===== config.mk =====
export PLATFORM = sky130hd
export DESIGN_NAME = ami_line_codec
export DESIGN_NICKNAME = d
export VERILOG_FILES = /design/src/rtl/ami_pkg.sv /design/src/rtl/ami_scr_core.sv /design/src/rtl/ami_encoder.sv /design/src/rtl/ami_decoder.sv /design/src/rtl/ami_line_codec.sv
export SDC_FILE = /design/constraint.sdc
export NUM_CORES = 1
export LEC_CHECK = 0
export BUFFER_PORTS_ARGS = -buffer_cell sky130_fd_sc_hd__clkbuf_2
export CAP_MARGIN = 20
export CORE_MARGIN = 2
export CORE_UTILIZATION = 49
export CTS_CLUSTER_DIAMETER = 60
export DETAILED_ROUTE_END_ITERATION = 8
export GPL_TIMING_DRIVEN = 0
export PLACE_DENSITY = 0.83
export SLEW_MARGIN = 10
export SYNTH_ARGS = -nofsm -noshare
export SYNTH_HDL_FRONTEND = slang
export SYNTH_SLANG_ARGS = --single-unit

===== constraint.sdc =====
create_clock -name clk -period 1.2 [get_ports clk]
set_input_delay 0.12 -clock clk [delete_from_list [all_inputs] [get_ports clk]]
set_output_delay 0.12 -clock clk [all_outputs]
set_load 0.05 [all_outputs]

===== src/rtl/ami_pkg.sv =====
// Shared types and sizes for the scrambled AMI line codec.
package ami_pkg;
    // Two-bit symbol drive: {positive, negative}
    typedef enum logic [1:0] {
        SYM_SPACE = 2'b00,
        SYM_NEG   = 2'b01,
        SYM_POS   = 2'b10
    } ami_sym_e;

    // Default scrambler geometry: x^9 + x^5 + 1
    localparam int unsigned SCR_LEN_DEF = 9;
    localparam int unsigned SCR_TAP_DEF = 5;

    // Symbol for a mark that must follow a mark of the given polarity
    function automatic ami_sym_e mark_after(input logic prev_was_neg);
        return prev_was_neg ? SYM_POS : SYM_NEG;
    endfunction
endpackage


===== src/rtl/ami_scr_core.sv =====
// Self-synchronizing scrambler/descrambler core.
// Output is din XOR the stages at positions TAP and LEN (1-based, stage 1 newest).
// FEED_OUT=1 shifts in the output (scrambler); FEED_OUT=0 shifts in din (descrambler).
// Assumes adv is high only for payload bits; the state holds otherwise.
module ami_scr_core #(
    parameter int unsigned LEN      = ami_pkg::SCR_LEN_DEF,
    parameter int unsigned TAP      = ami_pkg::SCR_TAP_DEF,
    parameter bit          FEED_OUT = 1'b1
) (
    input  logic clk,
    input  logic rst_n,
    input  logic adv,
    input  logic din,
    output logic dout
);
    localparam int unsigned TI = TAP - 1;
    localparam int unsigned LI = LEN - 1;

    logic [LEN-1:0] state;
    logic           feed;

    // Combinational scramble/descramble of the current bit
    always_comb dout = din ^ state[TI] ^ state[LI];

    // Pick the shift-in source for this variant
    generate
        if (FEED_OUT) begin : g_scr
            always_comb feed = dout;
        end else begin : g_dscr
            always_comb feed = din;
        end
    endgenerate

    // Shift register advancing only on payload bits
    always_ff @(posedge clk) begin
        if (!rst_n) begin
            state <= '0;
        end else if (adv) begin
            state <= {state[LEN-2:0], feed};
        end
    end

    AST_HOLD_WHEN_IDLE: assert property (@(posedge clk) disable iff (!rst_n)
        !adv |=> $stable(state));
endmodule


===== src/rtl/ami_encoder.sv =====
// AMI encoder with scrambled payload and unscrambled start mark.
// Assumes tx_start marks the burst start bit; tx_valid marks payload bits.
// Start has priority; outputs are registered (one cycle latency).
module ami_encoder #(
    parameter int unsigned SCR_LEN = ami_pkg::SCR_LEN_DEF,
    parameter int unsigned SCR_TAP = ami_pkg::SCR_TAP_DEF
) (
    input  logic clk,
    input  logic rst_n,
    input  logic tx_start,
    input  logic tx_valid,
    input  logic tx_bit,
    output logic line_pos,
    output logic line_neg
);
    import ami_pkg::*;

    logic     adv;
    logic     scr_bit;
    logic     mark;
    logic     last_neg;
    ami_sym_e sym_nxt;

    ami_scr_core #(.LEN(SCR_LEN), .TAP(SCR_TAP), .FEED_OUT(1'b1)) u_scr (
        .clk  (clk),
        .rst_n(rst_n),
        .adv  (adv),
        .din  (tx_bit),
        .dout (scr_bit)
    );

    // Decide whether this cycle emits a mark, and which polarity
    always_comb begin
        adv     = tx_valid & ~tx_start;
        mark    = tx_start | (adv & scr_bit);
        sym_nxt = mark ? mark_after(last_neg) : SYM_SPACE;
    end

    // Register symbol and remember last mark polarity
    always_ff @(posedge clk) begin
        if (!rst_n) begin
            line_pos <= 1'b0;
            line_neg <= 1'b0;
            last_neg <= 1'b0;
        end else begin
            line_pos <= sym_nxt[1];
            line_neg <= sym_nxt[0];
            if (mark) last_neg <= ~last_neg;
        end
    end

    AST_EXCLUSIVE_PULSE: assert property (@(posedge clk) disable iff (!rst_n)
        !(line_pos && line_neg));
    AST_IDLE_SPACE: assert property (@(posedge clk) disable iff (!rst_n)
        (!tx_start && !tx_valid) |=> (!line_pos && !line_neg));
    AST_START_MARK: assert property (@(posedge clk) disable iff (!rst_n)
        tx_start |=> (line_pos || line_neg));
endmodule


===== src/rtl/ami_decoder.sv =====
// AMI decoder with descrambler and bipolar-violation flag.
// Assumes rx_pos and rx_neg are not both high; rx_neg high means a negative mark.
// Outputs are registered one cycle after the receive slot.
module ami_decoder #(
    parameter int unsigned SCR_LEN = ami_pkg::SCR_LEN_DEF,
    parameter int unsigned SCR_TAP = ami_pkg::SCR_TAP_DEF
) (
    input  logic clk,
    input  logic rst_n,
    input  logic rx_start,
    input  logic rx_valid,
    input  logic rx_pos,
    input  logic rx_neg,
    output logic rx_data_valid,
    output logic rx_data,
    output logic rx_bpv
);
    logic adv;
    logic slot;
    logic mark;
    logic dscr_bit;
    logic viol;
    logic last_neg;

    ami_scr_core #(.LEN(SCR_LEN), .TAP(SCR_TAP), .FEED_OUT(1'b0)) u_dscr (
        .clk  (clk),
        .rst_n(rst_n),
        .adv  (adv),
        .din  (mark),
        .dout (dscr_bit)
    );

    // Classify the received slot and check polarity alternation
    always_comb begin
        slot = rx_start | rx_valid;
        adv  = rx_valid & ~rx_start;
        mark = rx_pos | rx_neg;
        viol = slot & mark & (rx_neg == last_neg);
    end

    // Register recovered data, flag, and last mark polarity
    always_ff @(posedge clk) begin
        if (!rst_n) begin
            rx_data_valid <= 1'b0;
            rx_data       <= 1'b0;
            rx_bpv        <= 1'b0;
            last_neg      <= 1'b0;
        end else begin
            rx_data_valid <= adv;
            rx_data       <= adv & dscr_bit;
            rx_bpv        <= viol;
            if (slot && mark) last_neg <= rx_neg;
        end
    end

    AST_START_NO_DATA: assert property (@(posedge clk) disable iff (!rst_n)
        rx_start |=> !rx_data_valid);
    AST_PAYLOAD_DATA: assert property (@(posedge clk) disable iff (!rst_n)
        (rx_valid && !rx_start) |=> rx_data_valid);
    AST_BPV_IN_SLOT: assert property (@(posedge clk) disable iff (!rst_n)
        !(rx_start || rx_valid) |=> !rx_bpv);
endmodule


===== src/rtl/ami_line_codec.sv =====
// Top level: scrambled AMI encoder plus loopback decoder.
// The two halves share only clock and reset; the receive inputs are free.
module ami_line_codec #(
    parameter int unsigned SCR_LEN = ami_pkg::SCR_LEN_DEF,
    parameter int unsigned SCR_TAP = ami_pkg::SCR_TAP_DEF
) (
    input  logic clk,
    input  logic rst_n,
    input  logic tx_start,
    input  logic tx_valid,
    input  logic tx_bit,
    output logic line_pos,
    output logic line_neg,
    input  logic rx_start,
    input  logic rx_valid,
    input  logic rx_pos,
    input  logic rx_neg,
    output logic rx_data_valid,
    output logic rx_data,
    output logic rx_bpv
);
    ami_encoder #(.SCR_LEN(SCR_LEN), .SCR_TAP(SCR_TAP)) u_enc (
        .clk     (clk),
        .rst_n   (rst_n),
        .tx_start(tx_start),
        .tx_valid(tx_valid),
        .tx_bit  (tx_bit),
        .line_pos(line_pos),
        .line_neg(line_neg)
    );

    ami_decoder #(.SCR_LEN(SCR_LEN), .SCR_TAP(SCR_TAP)) u_dec (
        .clk          (clk),
        .rst_n        (rst_n),
        .rx_start     (rx_start),
        .rx_valid     (rx_valid),
        .rx_pos       (rx_pos),
        .rx_neg       (rx_neg),
        .rx_data_valid(rx_data_valid),
        .rx_data      (rx_data),
        .rx_bpv       (rx_bpv)
    );
endmodule


======== Yosys cells after proc, flatten, opt, wreduce, memory -nomap -nowiden ========
Cells that the tools add are included.
cells by class
  muxes and demuxes ....................... 1
  eq/ne operators ......................... 1
  bitwise gates (word level) .............. 16
  reductions and logical operators ........ 2
operators by type and width
  operator             number
  1-bit AND            6
  1-bit XOR            4
  1-bit inverter       3
  1-bit bitwise OR     3
  2-bit 2-to-1 mux     1
  2-bit AND reduction  1
  1-bit equality test  1
  1-bit logical AND    1
storage, ports and cells
  word-level logic and storage cells ...... 29
  output and inout bits ................... 5
  bits in registers ....................... 25

======== Longest topological paths before layout ========
Gate-level depths: netlist of run 1.
  depth in word-level cells ............... 5
  mapped depth ............................ 4
  depth with buffers taken out ............ 3

======== Cells and area by module ========
From an unflattened synthesis of run 1, not the netlist that was laid out.
second synthesis, totals
  cells, all modules ...................... 85
  area, all modules ....................... 979.7 um2
by module, submodules not included
  module                       seq. area each (um2)  area an instance (um2)  times used  cells an instance
  ami_scr_core (u_enc.u_scr)   180.2                 362.8                   1           29
  ami_scr_core (u_dec.u_dscr)  180.2                 355.3                   1           30
  ami_decoder                  80.1                  153.9                   1           16
  ami_encoder                  60.1                  107.6                   1           10

======== Worst setup path before layout of run 1 ========
OpenSTA, ideal clock, no wires.
  path kind ............................... register to register
  start point ............................. register u_enc.u_scr.state[8]
  end point ............................... register u_enc.line_pos
  data arrival time ....................... 1123 ps
  slack ................................... -38 ps
  setup time .............................. 116 ps
  cell stages (with the launch flop) ...... 4
  required time ........................... 1084 ps
  cell sequence ........................... dfxtp_1 > xor3_2 > a21oi_2 > and3b_1
on the way
  word-level cells in the longest chain between the ends .. 4
RTL lines
  what                                  RTL line            RTL
  start: declaration                    ami_scr_core.sv:19  logic [LEN-1:0] state;
  start signal: assignment              ami_scr_core.sv:39  state <= {state[LEN-2:0], feed};
  1-bit XOR                             ami_scr_core.sv:23  always_comb dout = din ^ state[TI] ^ state[LI];
  1-bit AND                             ami_encoder.sv:35   mark = tx_start | (adv & scr_bit);
  1-bit bitwise OR                      ami_encoder.sv:35
  2-bit AND reduction (no source line)  -
  end signal: assignment                ami_encoder.sv:46   line_pos <= sym_nxt[1];
  end: declaration                      ami_encoder.sv:13   output logic line_pos,
No other way between the ends.
A chain may end at the register's enable or synchronous reset.

======== Worst setup path after layout of run 1 ========
  start point ............................. register u_enc.u_scr.state[4]
  end point ............................... register u_enc.line_pos
on the way
  word-level cells in the longest chain between the ends .. 5
RTL lines
  what                                  RTL line
  1-bit XOR (2 in series)               ami_scr_core.sv:23
  1-bit AND                             ami_encoder.sv:35
  1-bit bitwise OR                      ami_encoder.sv:35
  2-bit AND reduction (no source line)  -
No other way between the ends.

==> results.yml, run 1 <==
sta:
  hold_violations: 0
  max_slew_margin: 0.7469
  finalSetupViolations: 0
  tightest_slew_ns: 0.3797
  timing.fmax_mhz: 868.9
  finalClockSkew_ns: 0.007328
  rsz0062_at_grt: "false"
  finalCritPeriodShare: 0.9591
  setup_slack_ns: 0.04910
  min_period_ns: 1.151
  finalMaxSlewViolations: 0
routing:
  wl_per_cell_um: 10.74
  final_antenna_net_count: 0
  drt-total-wl_um: 1751
  drt_iter0_markers: 8
  route.detailed.drc: 0
  vias: 816
  viasPerCell: 5.006
  drt_pass1_iterations: 4
worst_setup_path:
  crit_path_end_kind: "flop"
  reg2regPathDepth: 3
  r2r_start: "u_enc.u_scr.state[4]"
  path_max_fanout: 2
  cp-start-kind: "flop"
  r2r_slack_ns: 0.05
  r2r_end: "u_enc.line_pos"
  crit_arrival_ns: 1.38
  cp.required_ns: 1.43
  crit_type: "flop to flop"
yosys:
  synthXorXnorAreaFrac: 0.04928
  synth-simple-area-share: 0.2548
  synth_nets: 127
  synth_edf_count: 0
  yosysSeqAreaShare: 0.4808
  synth-seq-cells: 25
  synth_fa_ha_area_frac: 0
  synth_top_family_by_area: "simple AND/OR/NAND/NOR gates"
  synth.avg_cell_area_sq_um: 8.822
  synthCells: 118
  ys_warn_count: 0
  synth_compound_area_frac: 0.1827
  synth.cell_area_sq_um: 1041
  synthMuxAreaShare: 0
  synth_cell_type_count: 27
  async_flop_share: 0
  ys.flop_type: "dfxtp_1"
layout:
  most-common-layout-cells: "37 x nand2_1, 23 x dfxtp_1, 16 x a21boi_0"
  final_common_cell: "nand2_1"
  syn_to_final_growth_pct: 13.34
  final_nets: 146
  utilization: 0.5953
  drive_gt1_frac: 0.1985
  n_antenna_cell: 0
pwr:
  power_density_nw_per_um2: 1190
  vdd_drop_max_mv: 0.6572
  p_sw_w: 0.0003617
  power_frac_seq: 0.617
  power.static_leakage_nw: 0.4554
  p_clk_frac: 0.268
  switching_share: 0.2576
  comb_power_share: 0.115
  p_int_w: 0.001042
cts:
  cts_buffers: 3
  cts.clk_slew.worst_paths_ns: 0.14
  clockBufferDepth: 2
  cts_hold_buf: 0
  root_buffer: "clkbuf_4"
  cts.sinks: 25
  htree_levels: 1
  clk_latency_ns: 0.32
  tritoncts: "built"
global_route:
  grt_pass1_wl_um: 3077
  overflow: 0
  met2_usage: 0.2500
  grt_most_used_layer: "met2"
  grt_max_degree: 16
  grt.total_usage: 0.1593
  met3_usage: 0.03030
  first_global_vias: 743
  grt_antenna_before_repair: 0
  use_met1: 0.2114
floorplan:
  die_x_um: 50.09
  start_util: 0.5253
  core-area_sq_um: 1982
  placementRows: 16
  ios: 14
  die-area_sq_um: 2509
  die-height_um: 50.09
placement:
  dp_hpwl_um: 1342
  post-place-ws_ns: -0.03888
  port_buffers: 13
  gp_congestion: 0.7315
min_path:
  min_from: "rx_pos"
  hold_path_class: "input port to flop"
  min_to: "u_dec.rx_bpv"
  hold_depth: 3
flow_run:
  maxCapViolations: 0
status:
  outcome: "complete, no violations"
==> synthesized netlist by cell type (2+ instances only) <==
| master | number | area (sq um) |
|---|---|---|
| dfxtp_1 | 25 | 500.5 |
| a21boi_0 | 16 | 120.1 |
| and2_1 | 2 | 12.51 |
| buf_2 | 3 | 15.01 |
| and3b_1 | 2 | 17.52 |
| nand2_1 | 37 | 138.9 |
| nor2_1 | 3 | 11.26 |
| nor2b_1 | 2 | 12.51 |
| clkbuf_1 | 3 | 11.26 |
| nand3_1 | 2 | 10.01 |
| o21ai_0 | 5 | 25.02 |
| nand2b_1 | 2 | 12.51 |
| xor2_1 | 2 | 17.52 |
==> registers in the layout, summed over array words and instances (netlist names) <==
signal	count
u_dec.last_neg	1
u_dec.rx_bpv	1
u_dec.rx_data	1
u_dec.rx_data_valid	1
u_dec.u_dscr.state	9
u_enc.last_neg	1
u_enc.line_neg	1
u_enc.line_pos	1
u_enc.u_scr.state	9
==> timing repair <==
action / in CTS / in global routing
buffers inserted: 1 / 0
pin swaps: 0 / 1
setup endpoints to repair: 1 / 1
resized for setup: 1 / 1
==> layer usage <==
| layer | vias up | routed length [um] |
|---|---|---|
| met4 | 0 | 25 |
| met1 | 368 | 904 |
| met5 | - | 0 |
| li1 | 429 | - |
| met3 | 4 | 71 |
| met2 | 15 | 750 |
==> power by group through the flow <==
stage	sequential (W)	combinational (W)	clock, W
4_1_cts	0.000867	0.000163	0.000395
6_report	0.000867	0.000161	0.000376
3_5_place_dp	0.000886	0.000163	0
3_3_place_gp	0.000884	0.000156	0
5_1_grt	0.000870	0.000177	0.000420
2_1_floorplan	0.000915	0.0000807	0
==> logic make-up (layout without fill, tap and decap cells) <==
kind of cell,count (synthesis),in the layout
AOI/OAI and AO/OA,27,27
xor gates and xnor gates,4,4
DFF,25,25
buffers and inverters,7,25
and+or+nand+nor,55,55
==> area by class of cell <==
cell class	count	area, sq um
plain buffers	7	33.78
clock buffers	3	22.52
flip-flops and latches	25	503.0
well taps	27	33.78
fillers	165	802.0
multi-input cells	86	506.7
clock inverters	1	7.507
repair buffers	14	72.57
==> per-stage QoR <==
stage	cells	power (W)	setup TNS, ns	hold slack, ns	cell area [sq um]
floorplan	118	0.0009961	0	0.2542	1041
global placement	158	0.001040	-0.01190	0.3686	1140
detailed placement	158	0.001049	-0.03888	0.3825	1140
CTS	163	0.001425	0	0.02431	1179
global route	163	0.001468	0	0.03126	1180
finish	163	0.001404	0	0.03303	1180
==> worst max-delay path: stages (launching register included) <==
cell     delay [ns]
dfxtp_2        0.35
xor3_2         0.39
a21oi_2        0.15
and3b_1        0.18
==> how the worst max path moves through the flow <==
stage                         start             end  slack, ns
6_report       u_enc.u_scr.state[4]  u_enc.line_pos       0.05
5_1_grt        u_enc.u_scr.state[4]  u_enc.line_pos       0.01
4_1_cts        u_enc.u_scr.state[4]  u_enc.line_pos       0.02
3_5_place_dp   u_enc.u_scr.state[4]  u_enc.line_pos      -0.04
3_3_place_gp   u_enc.u_scr.state[4]  u_enc.line_pos      -0.01
2_1_floorplan  u_enc.u_scr.state[4]  u_enc.line_pos       0.04
(Power assumes the default switching activity.)
==> inputs of run 2 (changes only) <==
--- a/config.mk
+++ b/config.mk
@@ -6,14 +6,14 @@
 export NUM_CORES = 1
 export LEC_CHECK = 0
 export BUFFER_PORTS_ARGS = -buffer_cell sky130_fd_sc_hd__clkbuf_2
-export CAP_MARGIN = 20
 export CORE_MARGIN = 2
-export CORE_UTILIZATION = 49
+export CORE_UTILIZATION = 48
 export CTS_CLUSTER_DIAMETER = 60
 export DETAILED_ROUTE_END_ITERATION = 8
 export GPL_TIMING_DRIVEN = 0
-export PLACE_DENSITY = 0.83
+export PLACE_DENSITY = 0.82
 export SLEW_MARGIN = 10
 export SYNTH_ARGS = -nofsm -noshare
 export SYNTH_HDL_FRONTEND = slang
+export SYNTH_HIERARCHICAL = 1
 export SYNTH_SLANG_ARGS = --single-unit
==> run 2 against run 1 <==
Compared with the run above:
- cell area decreased by 5.5%
- clock power shrank 5%
- via count down 26%
- critical endpoint is now u_enc/line_pos
==> results.yml, run 2 <==
sta:
  finalCritPeriodShare: 0.9990
  hold_violations: 0
  finalSetupViolations: 0
  finalMaxSlewViolations: 0
  holdWs_ns: 0.06484
  max_slew_margin: 0.7585
  min_period_ns: 1.199
  finalClockSkew_ns: 0.004481
  timing.fmax_mhz: 834.2
  rsz0062_at_grt: "true"
  tightest_slew_ns: 0.3622
  fin_setup_tns_ns: 0
floorplan:
  placementRows: 16
  die_x_um: 49.18
  core-area_sq_um: 1942
  ios: 14
  die-height_um: 49.18
  start_util: 0.5045
  die-area_sq_um: 2418
yosys:
  synth.most_common_cell: "dfxtp_1"
  netlist_top_cells_count: "25 x dfxtp_1, 20 x nor2b_1, 19 x mux2i_1"
  netlist.area_leader.share: 0.5109
  ys.flop_type: "dfxtp_1"
  synth_edf_count: 0
  synth.cell_area_sq_um: 979.7
  synth_cell_type_count: 18
  synth_nets: 94
  synth.avg_cell_area_sq_um: 11.53
  async_flop_share: 0
  ys_warn_count: 6
  yosysTopAreaCell: "dfxtp_1"
  synthCells: 85
  synth-seq-cells: 25
  yosysSeqAreaShare: 0.5109
  synthTopCellsByArea: "dfxtp_1 51%, mux2i_1 19%, nor2b_1 13%"
routing:
  wl_per_cell_um: 9.992
  drt-total-wl_um: 1289
  drt_iter0_markers: 1
  vias: 604
  final_antenna_net_count: 0
  route.detailed.drc: 0
  viasPerCell: 4.682
  drt_pass1_iterations: 3
layout:
  final_cell_area_sq_um: 1115
  drive_gt1_frac: 0.2255
  reg.largest.list: "u_dec/u_dscr/state: 9 flops, u_enc/u_scr/state: 9 flops"
  syn_to_final_growth_pct: 13.79
  most-common-layout-cells: "23 x dfxtp_1, 20 x nor2b_1, 19 x mux2i_1"
  final_nets: 112
  final_common_cell: "dfxtp_1"
  n_antenna_cell: 0
cts:
  clockBufferDepth: 2
  post_cts_buffers: 0
  cts.sinks: 25
  clk_latency_ns: 0.31
  htree_levels: 1
  tritoncts: "built"
  cts.clk_slew.worst_paths_ns: 0.12
  cts_buffers: 3
  root_buffer: "clkbuf_4"
global_route:
  grt_max_degree: 26
  grt_pass1_wl_um: 2477
  grt_antenna_before_repair: 0
  first_global_vias: 611
  overflow: 0
  grt.total_usage: 0.1309
placement:
  gp_congestion: 0.6577
  dpl_cell_area_sq_um: 1079
  port_buffers: 13
pwr:
  total_power_w: 0.001370
  power.static_leakage_nw: 0.4305
  vdd_drop_max_mv: 1.124
  power_density_nw_per_um2: 1229
min_path:
  hold_path_class: "input port to flop"
worst_setup_path:
  crit_chain: "xor3_2, a21oi_4, and3b_1"
  path_max_fanout: 3
  crit_path_max_incr_delay_ns: 0.41
  path_buf_inv: 0
  cp.required_ns: 1.42
  cp-start-kind: "flop"
  cpMaxStageDelayCell: "xor3_2"
  crit_family: "XOR/XNOR gates"
  crit_arrival_ns: 1.42
  crit_path_end_kind: "flop"
  crit_type: "flop to flop"
flow_run:
  maxCapViolations: 0
status:
  outcome: "complete, no violations"
[run 2: cell families (layout without fill, tap and decap cells)]
| kind of cell | Yosys count | count (layout) | synth area share |
|---|---|---|---|
| and+or+nand+nor | 30 | 30 | 0.1890 |
| DFF | 25 | 25 | 0.5109 |
| muxes | 19 | 19 | 0.1941 |
| AOI/OAI and AO/OA | 6 | 6 | 0.03959 |
| xor gates and xnor gates | 3 | 3 | 0.04342 |
| buffers and inverters | 2 | 19 | 0.02299 |
[run 2: cell type report]
type                    count  area (sq um)
plain buffers               2         22.52
repair buffers             13         65.06
multi-input cells          58         464.2
flip-flops and latches     25         503.0
fillers                   193         827.0
clock buffers               4         26.28
well taps                  27         33.78
[run 2: final timing paths]
kind / start / to / slack (ns) / cells past startpoint
setup / recovery: u_enc/u_scr/state[8] / u_enc/line_pos / 0.001 / 3
hold / removal: rx_neg / u_dec/rx_bpv / 0.06 / 3
setup reg to reg: u_enc/u_scr/state[8] / u_enc/line_pos / 0.001 / 3
hold reg to reg: u_dec/last_neg / u_dec/rx_bpv / 0.48 / 2
[run 2: what timing repair did]
action | CTS | global route
setup endpoints to repair | 2 | 2
pin swaps | 1 | 0
hold buffers | 0 | 0
resized for setup | 3 | 0
gates cloned | 0 | 0
[run 2: per-layer routing]
layer	vias up	global-route usage	share of wire
met2	8	0.2365	0.50
met1	275	0.1401	0.45
met4	0	0.02857	0.0085
li1	318	-	-
met5	-	0	0
met3	3	0.05521	0.038
[run 2: report_power, final]
| group | leakage, nW | switching [W] | internal, W |
|---|---|---|---|
| clock | 0.0150 | 0.000227 | 0.000130 |
| sequential | 0.204 | 0.00000855 | 0.000851 |
| combinational | 0.211 | 0.0000851 | 0.0000687 |
[run 2: per-stage QoR]
stage	utilization	worst slack (ns)	std cells
after detailed placement	0.5554	-0.02494	125
after global placement	0.5554	-0.008306	125
after CTS	0.5741	-0.003716	129
after floorplan	-	0.04205	85
final	0.5741	0.001200	129
after global routing	0.5741	-0.06017	129
[run 2: worst reg2reg max path, stage by stage (launching register included)]
cell,delay [ns]
dfxtp_2,0.35
xor3_2,0.41
a21oi_4,0.16
and3b_1,0.18
==> inputs of run 3 (changes only) <==
--- a/config.mk
+++ b/config.mk
@@ -5,6 +5,7 @@
 export SDC_FILE = /design/constraint.sdc
 export NUM_CORES = 1
 export LEC_CHECK = 0
+export ABC_AREA = 1
 export BUFFER_PORTS_ARGS = -buffer_cell sky130_fd_sc_hd__clkbuf_2
 export CORE_MARGIN = 2
 export CORE_UTILIZATION = 48
==> run 3 against run 2 <==
Compared with the run above:
- power increased by 8.9%
- cell area decreased by 1.1%
- synthesized cell count is 54% higher
- worst hold slack lost 0.055 ns
- area after synthesis fell by 0.64%
- sequential cell count unchanged
- critical endpoint is now rx_data_valid
- largest cell class unchanged
==> results.yml, run 3 <==
global_route:
  grt.total_usage: 0.1556
  overflow: 0
  first_global_vias: 765
  grt_max_degree: 22
  grt_pass1_wl_um: 2877
  grt_antenna_before_repair: 0
yosys:
  synth_cell_type_count: 15
  synth.cell_area_sq_um: 973.4
  netlist.area_leader.share: 0.5141
  synth.avg_cell_area_sq_um: 7.431
  ys_warn_count: 6
  ys.flop_type: "dfxtp_1"
  yosysSeqAreaShare: 0.5141
  async_flop_share: 0
  netlist_top_cells_count: "31 x nor2_1, 25 x dfxtp_1, 18 x nand2_1"
  synthCells: 131
  synth.most_common_cell: "nor2_1"
  synthTopCellsByArea: "dfxtp_1 51%, nor2_1 12%, o21ai_0 8.7%"
  synth_edf_count: 0
  synth_nets: 140
  yosysTopAreaCell: "dfxtp_1"
  synth-seq-cells: 25
floorplan:
  core-area_sq_um: 1942
  die-area_sq_um: 2404
  die_x_um: 49.04
  ios: 14
  die-height_um: 49.04
  start_util: 0.5013
  placementRows: 16
placement:
  port_buffers: 13
  dp_hpwl_um: 1343
  gp_congestion: 0.7243
  dpl_cell_area_sq_um: 1072
pwr:
  power.static_leakage_nw: 0.5620
  comb_power_share: 0.142
  power_frac_seq: 0.609
  p_clk_frac: 0.249
  p_int_w: 0.001081
  power_density_nw_per_um2: 1353
  p_sw_w: 0.0004104
  switching_share: 0.2751
  vdd_drop_max_mv: 0.7900
cts:
  tritoncts: "built"
  cts_resized: 0
  root_buffer: "clkbuf_4"
  clockBufferDepth: 2
  clk_latency_ns: 0.31
  post_cts_buffers: 0
  cts.clk_slew.worst_paths_ns: 0.13
  cts.sinks: 25
  htree_levels: 1
  cts_hold_buf: 0
  cts_buffers: 3
worst_setup_path:
  cp-start-kind: "flop"
  path_max_fanout: 1
  crit_family: "flip-flops"
  cp.required_ns: 1.08
  crit_path_max_incr_delay_ns: 0.35
  crit_type: "flop to output pin"
  reg2regPathDepth: 9
  path_buf_inv: 1
  critPathLaunch: "u_dec/rx_data_valid"
  r2r_end: "u_enc/last_neg"
  r2r_start: "u_enc/u_scr/state[4]"
  r2r_slack_ns: 0.15
  crit_arrival_ns: 0.93
  crit_chain: "clkbuf_2"
  crit_path_end_kind: "output pin"
  cpMaxStageDelayCell: "dfxtp_1"
min_path:
  min_to: "u_dec/rx_data_valid"
  hold_path_class: "input port to flop"
  hold_depth: 2
  min_from: "rx_start"
layout:
  n_antenna_cell: 0
  most-common-layout-cells: "31 x nor2_1, 25 x dfxtp_1, 18 x nand2_1"
  utilization: 0.5677
  syn_to_final_growth_pct: 13.24
  drive_gt1_frac: 0.1959
  final_common_cell: "nor2_1"
  final_cell_area_sq_um: 1102
  reg.largest.list: "u_dec/u_dscr/state: 9 flops, u_enc/u_scr/state: 9 flops"
  final_nets: 158
sta:
  rsz0062_at_grt: "false"
  max_slew_margin: 0.7878
  finalSetupViolations: 0
  tightest_slew_ns: 0.3184
  timing.fmax_mhz: 952.6
  finalCritPeriodShare: 0.8748
  fin_setup_tns_ns: 0
  min_period_ns: 1.050
  hold_violations: 0
  finalClockSkew_ns: 0.003995
  finalMaxSlewViolations: 0
routing:
  drt_pass1_iterations: 4
  wl_met3_um: 49
  wl_met2_um: 925
  drt-total-wl_um: 1750
  final_antenna_net_count: 0
  drt_iter0_markers: 9
  vias: 828
  top_layer_used: "met4"
  route.detailed.drc: 0
  wl_per_cell_um: 10.00
  route.layer.met1.wl_um: 730
  viasPerCell: 4.731
status:
  outcome: "complete, no violations"
flow_run:
  maxCapViolations: 0
-- run 3: cell count changes after synthesis, sizes merged, moves of 2 or more --
cell   previous run  this run
nor2b            20         0
and3b             2         0
xnor2             2         0
mux2i            19         0
nor2              1        31
o21ai             2        18
inv               0        20
a21oi             2         7
nand3             0         4
nand2             3        22
-- run 3: how the worst max path moves through the flow --
| stage | depth (start not counted) | slack [ns] | end |
|---|---|---|---|
| 6_report | 1 | 0.15 | rx_data_valid |
| 5_1_grt | 9 | 0.07 | u_enc/last_neg |
| 4_1_cts | 1 | 0.13 | rx_data_valid |
| 3_5_place_dp | 9 | 0.16 | u_enc/last_neg |
| 3_3_place_gp | 9 | 0.23 | u_enc/last_neg |
| 2_1_floorplan | 9 | 0.29 | u_enc/last_neg |
-- run 3: metrics by stage --
| step | hold WS [ns] | power (W) | std cells | setup slack (ns) |
|---|---|---|---|---|
| after global placement | 0.3185 | 0.001124 | 171 | 0.2338 |
| after floorplan | 0.1985 | 0.001078 | 131 | 0.2880 |
| after CTS | 0.002481 | 0.001507 | 175 | 0.1300 |
| after global routing | 0.003000 | 0.001569 | 175 | 0.07301 |
| final | 0.009784 | 0.001492 | 175 | 0.1502 |
| after detailed placement | 0.3437 | 0.001140 | 171 | 0.1560 |
-- run 3: cell type report --
type	count	area, sq um
Buffer	2	22.52
Clock buffer	3	22.52
Clock inverter	1	7.507
Fill cell	185	839.6
Inverter	20	80.08
Multi-Input combinational cell	84	370.4
Sequential cell	25	500.5
Tap cell	27	33.78
Timing Repair Buffer	13	65.06
-- run 3: kinds of logic (layout without fill, tap and decap cells) --
kind of cell / Yosys count / after routing / synth area share
buf+inv: 22 / 39 / 0.1054
simple gates: 58 / 58 / 0.2403
flops: 25 / 25 / 0.5141
compound gates: 26 / 26 / 0.1401
-- run 3: worst register-to-register path: stages (launching register included) --
cell and delay, ns:
dfxtp_1 0.36, inv_1 0.08, nand2_1 0.08, nand2_1 0.05
nand2_1 0.07, nand2_1 0.07, nand2_2 0.09, nand2_1 0.05
nand2_1 0.07, nand2_1 0.05
-- run 3: power groups by stage --
| stage | logic [W] | clock network [W] | registers, W |
|---|---|---|---|
| floorplan | 0.000122 | 0 | 0.000956 |
| global placement | 0.000201 | 0 | 0.000924 |
| detailed placement | 0.000213 | 0 | 0.000928 |
| CTS | 0.000213 | 0.000385 | 0.000909 |
| global route | 0.000236 | 0.000418 | 0.000915 |
| finish | 0.000212 | 0.000371 | 0.000909 |
-- run 3: metal layers --
metal / vias up / global-route usage
li1: 439 / -
met4: 0 / 0.1000
met5: - / 0
met3: 6 / 0.01840
met2: 15 / 0.2991
met1: 368 / 0.1556
